==> src/rtl/errcnt_pkg.sv <==
package errcnt_pkg;

  typedef struct packed {
    logic frameTick;
    logic capture;
  } ctrlStrobe_t;

  function automatic logic [3:0] onesIn8(input logic [7:0] d);
    logic [3:0] n;
    n = 4'd0;
    for (int k = 0; k < 8; k++) n = n + {3'b000, d[k]};
    return n;
  endfunction

  function automatic logic [3:0] beiClip(input logic [3:0] b);
    return (b > 4'd8) ? 4'd0 : b;
  endfunction

endpackage

==> src/rtl/errcnt_ctrl.sv <==
module errcnt_ctrl
  import errcnt_pkg::*;
(
  input  logic        frameValid,
  input  logic        autoMode,
  input  logic        latchReq,
  input  logic        syncPulse,
  output ctrlStrobe_t strobe
);

  always_comb begin
    strobe.frameTick = frameValid;
    strobe.capture   = autoMode ? syncPulse : latchReq;
  end

endmodule

==> src/rtl/errcnt_datapath.sv <==
module errcnt_datapath
  import errcnt_pkg::*;
#(
  parameter int NUM_LEVELS = 8,
  parameter int CNT_W      = 16
) (
  input  logic                          clk,
  input  logic                          rstN,
  input  ctrlStrobe_t                   strobe,
  input  logic [NUM_LEVELS*8-1:0]       bipDiff,
  input  logic [NUM_LEVELS*4-1:0]       beiVal,
  input  logic                          posJust,
  input  logic                          negJust,
  input  logic [2*NUM_LEVELS-1:0]       bitMode,
  input  logic [2*NUM_LEVELS+1:0]       intMask,
  output logic [(2*NUM_LEVELS+2)*CNT_W-1:0] heldCount,
  output logic [(2*NUM_LEVELS+2)*CNT_W-1:0] liveCount,
  output logic [2*NUM_LEVELS+1:0]       irqVec
);

  localparam int NUM_CNT = 2 * NUM_LEVELS + 2;
  localparam int PAD_W   = CNT_W - 3;

  logic [NUM_CNT-1:0][3:0] incVal;

  for (genvar l = 0; l < NUM_LEVELS; l++) begin : g_lvl
    logic [3:0] bipBits;
    logic [3:0] beiBits;
    assign bipBits = onesIn8(bipDiff[l*8 +: 8]);
    assign beiBits = beiClip(beiVal[l*4 +: 4]);
    assign incVal[2*l]   = bitMode[2*l]   ? bipBits : {3'b000, |bipBits};
    assign incVal[2*l+1] = bitMode[2*l+1] ? beiBits : {3'b000, |beiBits};
  end

  assign incVal[NUM_CNT-2] = {3'b000, posJust};
  assign incVal[NUM_CNT-1] = {3'b000, negJust};

  for (genvar i = 0; i < NUM_CNT; i++) begin : g_cnt
    logic [CNT_W-1:0] live;
    logic [CNT_W-1:0] held;
    logic [CNT_W:0]   sum;
    logic [CNT_W-1:0] incExt;
    logic [CNT_W-1:0] satSum;

    assign incExt = {{PAD_W{1'b0}}, incVal[i]};
    assign sum    = {1'b0, live} + {1'b0, incExt};
    assign satSum = sum[CNT_W] ? {CNT_W{1'b1}} : sum[CNT_W-1:0];

    always_ff @(posedge clk) begin
      if (!rstN) begin
        live <= '0;
        held <= '0;
      end else if (strobe.capture) begin
        held <= live;
        live <= strobe.frameTick ? incExt : '0;
      end else if (strobe.frameTick) begin
        live <= satSum;
      end
    end

    assign heldCount[i*CNT_W +: CNT_W] = held;
    assign liveCount[i*CNT_W +: CNT_W] = live;
    assign irqVec[i] = (live != '0) && !intMask[i];
  end

endmodule

==> src/rtl/errcnt_bank.sv <==
module errcnt_bank
  import errcnt_pkg::*;
#(
  parameter int NUM_LEVELS = 8,
  parameter int CNT_W      = 16
) (
  input  logic                              clk,
  input  logic                              rstN,
  input  logic                              frameValid,
  input  logic [NUM_LEVELS*8-1:0]           bipDiff,
  input  logic [NUM_LEVELS*4-1:0]           beiVal,
  input  logic                              posJust,
  input  logic                              negJust,
  input  logic [2*NUM_LEVELS-1:0]           bitMode,
  input  logic                              autoMode,
  input  logic                              latchReq,
  input  logic                              syncPulse,
  input  logic [2*NUM_LEVELS+1:0]           intMask,
  output logic [(2*NUM_LEVELS+2)*CNT_W-1:0] heldCount,
  output logic [2*NUM_LEVELS+1:0]           irqVec,
  output logic                              irq
);

  localparam int NUM_CNT = 2 * NUM_LEVELS + 2;

  ctrlStrobe_t              strobe;
  logic [NUM_CNT*CNT_W-1:0] liveCount;

  errcnt_ctrl i_ctrl (
    .frameValid (frameValid),
    .autoMode   (autoMode),
    .latchReq   (latchReq),
    .syncPulse  (syncPulse),
    .strobe     (strobe)
  );

  errcnt_datapath #(
    .NUM_LEVELS (NUM_LEVELS),
    .CNT_W      (CNT_W)
  ) i_datapath (
    .clk       (clk),
    .rstN      (rstN),
    .strobe    (strobe),
    .bipDiff   (bipDiff),
    .beiVal    (beiVal),
    .posJust   (posJust),
    .negJust   (negJust),
    .bitMode   (bitMode),
    .intMask   (intMask),
    .heldCount (heldCount),
    .liveCount (liveCount),
    .irqVec    (irqVec)
  );

  assign irq = |irqVec;

endmodule

==> config.mk <==
export PLATFORM = sky130hd
export DESIGN_NAME = errcnt_bank
export DESIGN_NICKNAME = d
export VERILOG_FILES = /design/src/rtl/errcnt_pkg.sv /design/src/rtl/errcnt_ctrl.sv /design/src/rtl/errcnt_datapath.sv /design/src/rtl/errcnt_bank.sv
export SDC_FILE = /design/constraint.sdc
export NUM_CORES = 2
export LEC_CHECK = 0
export ABC_CLOCK_PERIOD_IN_PS = 16600
export BUFFER_PORTS_ARGS = -buffer_cell sky130_fd_sc_hd__clkbuf_2
export CAP_MARGIN = 40
export CELL_PAD_IN_SITES_DETAIL_PLACEMENT = 1
export CELL_PAD_IN_SITES_GLOBAL_PLACEMENT = 1
export CORE_ASPECT_RATIO = 1.5
export CORE_MARGIN = 2
export CORE_UTILIZATION = 47
export CTS_BUF_LIST = sky130_fd_sc_hd__clkbuf_8
export CTS_CLUSTER_DIAMETER = 40
export DETAILED_ROUTE_END_ITERATION = 10
export GPL_TIMING_DRIVEN = 0
export PLACE_DENSITY = 0.84
export SYNTH_ARGS = -nofsm -noshare
export SYNTH_HDL_FRONTEND = slang
export SYNTH_SLANG_ARGS = --single-unit
==> constraint.sdc <==
create_clock -name clk -period 16.6 [get_ports clk]
set_clock_uncertainty 0.2 [all_clocks]
set_input_delay 3.32 -clock clk [delete_from_list [all_inputs] [get_ports clk]]
set_output_delay 3.32 -clock clk [all_outputs]
set_load 0.02 [all_outputs]
==> qor.yml <==
status:
  status: "finished, final reports clean"
routing:
  vias: 30036
  vias_per_cell: 5.999
  ant_nets: 0
  wirelength_um: 119100
  post_drt_wl_per_cell_um: 23.78
  drtPass1Iterations: 7
  drc: 0
  drt_iter0_markers: 1761
setup_path:
  required_ns: 13.08
  arrival_ns: 5.38
  slowest_delay_ns: 0.81
  critical-path-top-delay-family: "simple AND/OR/NAND/NOR gates"
  worstPathCellList: "clkbuf_2, a41oi_1, nor4_1, nand3_1, or4_1, clkbuf_2"
  r2r-start: "i_datapath.g_cnt[11].live[0]$_SDFFE_PN0P_"
  crit_fanout: 2
  endpoint_kind: "primary output"
  crit_cells: 6
  regToRegEndpoint: "i_datapath.g_cnt[11].live[3]$_SDFFE_PN0P_"
  endpoint: "irq"
  rrSetupSlack_ns: 13.57
  startpoint_type: "input pin"
  cp_num_buf_inv: 2
  cpMostUsedCell: "clkbuf_2"
  startpoint: "intMask[5]"
  critPathKind: "in2out"
  cp_slowest_cell: "nor4_1"
  r2r.worst_path.cells: 8
floorplanning:
  die_x_um: 207.0
  coreArea_sq_um: 61110
  die_height_um: 308.5
  die_area_sq_um: 63870
  placementRows: 111
  ios: 445
  initial_core_util_pct: 47.55
yosys:
  syn-num-nets: 3837
  postSynth.asyncResetShare_pct: 0
  netlist_area_sq_um: 29060
  synth_edf_count: 0
  yosysTopAreaCell: "dfxtp_1"
  synth_top_area_share_pct: 39.69
  synth_seq_cells: 576
  synth_cells: 3559
  yosys_warnings: 0
  yosysSeqAreaShare_pct: 39.69
  synth_ff_type: "dfxtp_1"
  yosysUniqueCellTypes: 74
  avgSynthCellArea_sq_um: 8.164
  synth_area_leaders: "dfxtp_1 (40%), nand2_1 (9.4%), a21boi_0 (7.5%)"
clock_network:
  h-tree-depth: 3
  cts_tree: "yes"
  cts-root-buf: "clkbuf_8"
  postCtsSetupRepairBufs: 0
  cts_resized: 0
  holdBufCountCts: 0
  cts.sinks: 576
  numCtsBuffers: 92
  cts.clk_slew.worst_paths_ns: 0.06
  insertion_delay_ns: 0.75
  cts.path.max_buffers: 3
cells_and_area:
  fill_cells: 7790
  postLayoutCoreUtil_pct: 56.91
  layout_commonest_cell: "nand2_1"
  drive_above_1_share_pct: 15.88
  area_growth_pct: 19.68
  finalNetCount: 4423
  layout_common_cells: "nand2_1 (727), dfxtp_1 (576), clkbuf_2 (444)"
  postLayoutCellArea_sq_um: 34770
sta:
  slew_viol_final: 0
  fin_setup_tns_ns: 0
  worst_pin_slew_ns: 0.9617
  finalCritPeriodShare_pct: 53.60
  setup_viol: 0
  max-slew-margin-rel_pct: 35.89
  fin_crit_ns: 8.897
  fmaxAchievable_mhz: 112.4
  rsz0062_at_grt: "false"
  hold_viol_final: 0
power:
  power.density_nw_per_um2: 92.41
  peakVddDrop_mv: 0.04946
  power.total_mw: 3.214
  leakage_nw: 14.31
placed_design:
  portBuffers: 442
  place_area_sq_um: 32910
  dp_hpwl_um: 91660
  gp_congestion: 0.9417
global_route:
  grt_max_degree: 13
  grt_use_total_pct: 36.31
  antenna_found_initial: 2
  overflow: 0
  grt_pass1_wl_um: 179800
  grt_pass1_vias: 30902
min_path:
  min_path_type: "reg2reg"
flow_run:
  drv_cap: 0
-- metal layers --
| layer | GRT usage [%] | up-vias | part of all wire [%] |
|---|---|---|---|
| met4 | 26.99 | 0 | 8.2 |
| met3 | 7.199 | 483 | 6.9 |
| met1 | 40.63 | 14624 | 38 |
| li1 | - | 13701 | - |
| met2 | 61.37 | 1228 | 47 |
| met5 | 0 | - | 0 |
-- layout make-up --
| class | count | area (sq um) | area share, % |
|---|---|---|---|
| Tap cell | 791 | 989.7 | 2.846 |
| Clock inverter | 46 | 267.8 | 0.7700 |
| Antenna cell | 4 | 10.01 | 0.02878 |
| Inverter | 152 | 570.5 | 1.641 |
| Buffer | 222 | 874.6 | 2.515 |
| Multi-Input combinational cell | 2609 | 16080 | 46.24 |
| Timing Repair Buffer | 492 | 2869 | 8.250 |
| Sequential cell | 576 | 11530 | 33.16 |
| Clock buffer | 115 | 1583 | 4.552 |
-- worst min-delay path: cells and delay by family (launching register included) --
| kind | cells | cell delay (ns) |
|---|---|---|
| flip-flops | 1 | 0.31 |
| AO/OA/AOI/OAI | 1 | 0.06 |
| AND/OR/NAND/NOR | 1 | 0.05 |
-- sequential cells by signal (all words and copies together), names as in the netlist --
signal                 flops
i_datapath.g_cnt.live    288
i_datapath.g_cnt.held    288
-- cell families after synthesis --
kind of cell	after synthesis	synth area share, %
flip-flops	576	39.69
AND/OR/NAND/NOR	1498	24.53
AO/OA/AOI/OAI	895	21.07
adder cells (fa/ha/maj)	140	7.269
XOR/XNOR	35	1.055
buffers and inverters	374	4.974
multiplexers	41	1.417
-- cell usage after synthesis (8+ instances only) --
master	count
nor3b_1	14
and4_1	28
and3_1	95
a21oi_1	127
o22ai_1	12
o211ai_1	17
xor2_1	13
nor3_1	86
clkbuf_1	190
a21boi_0	292
o21ai_0	131
a21o_1	39
mux2i_1	40
a311oi_1	27
buf_2	13
inv_1	152
a22o_1	15
xnor2_1	22
nor2_1	176
or2_2	8
nor2b_1	42
buf_1	12
nand2b_1	21
and3b_1	16
a41oi_1	20
nor4_1	77
nand3_1	93
and2_1	33
fa_1	48
o21a_1	18
o211a_1	10
nand4_1	45
a211oi_1	43
dfxtp_1	576
nand2_1	727
a31oi_1	86
ha_1	92
-- power by group --
group	leakage (nW)	switching, mW	internal (mW)
sequential	4.65	0.0299	1.40
clock	1.05	0.614	0.654
combinational	8.62	0.330	0.183
-- stage by stage --
step / hold slack, ns / std cells / worst slack (ns)
2_1_floorplan: 0.2572 / 3559 / 8.520
3_3_place_gp: 0.2484 / 4792 / 7.807
3_5_place_dp: 0.2557 / 4842 / 7.806
4_1_cts: 0.2639 / 5003 / 7.809
5_1_grt: 0.2779 / 5004 / 7.565
6_report: 0.2585 / 5007 / 7.703
-- how the worst min path moves through the flow --
| stage | startpoint | to | cells past startpoint | slack [ns] |
|---|---|---|---|---|
| 3_5_place_dp | i_datapath.g_cnt[2].held[9]$_SDFFE_PN0P_ | i_datapath.g_cnt[2].held[9]$_SDFFE_PN0P_ | 2 | 0.26 |
| 4_1_cts | i_datapath.g_cnt[15].held[11]$_SDFFE_PN0P_ | i_datapath.g_cnt[15].held[11]$_SDFFE_PN0P_ | 2 | 0.26 |
| 2_1_floorplan | i_datapath.g_cnt[11].live[8]$_SDFFE_PN0P_ | i_datapath.g_cnt[11].live[8]$_SDFFE_PN0P_ | 1 | 0.26 |
| 3_3_place_gp | i_datapath.g_cnt[16].held[3]$_SDFFE_PN0P_ | i_datapath.g_cnt[16].held[3]$_SDFFE_PN0P_ | 2 | 0.25 |
| 6_report | i_datapath.g_cnt[17].held[1]$_SDFFE_PN0P_ | i_datapath.g_cnt[17].held[1]$_SDFFE_PN0P_ | 2 | 0.26 |
| 5_1_grt | i_datapath.g_cnt[16].held[4]$_SDFFE_PN0P_ | i_datapath.g_cnt[16].held[4]$_SDFFE_PN0P_ | 2 | 0.28 |
Power figures use the tool's default switching activity.
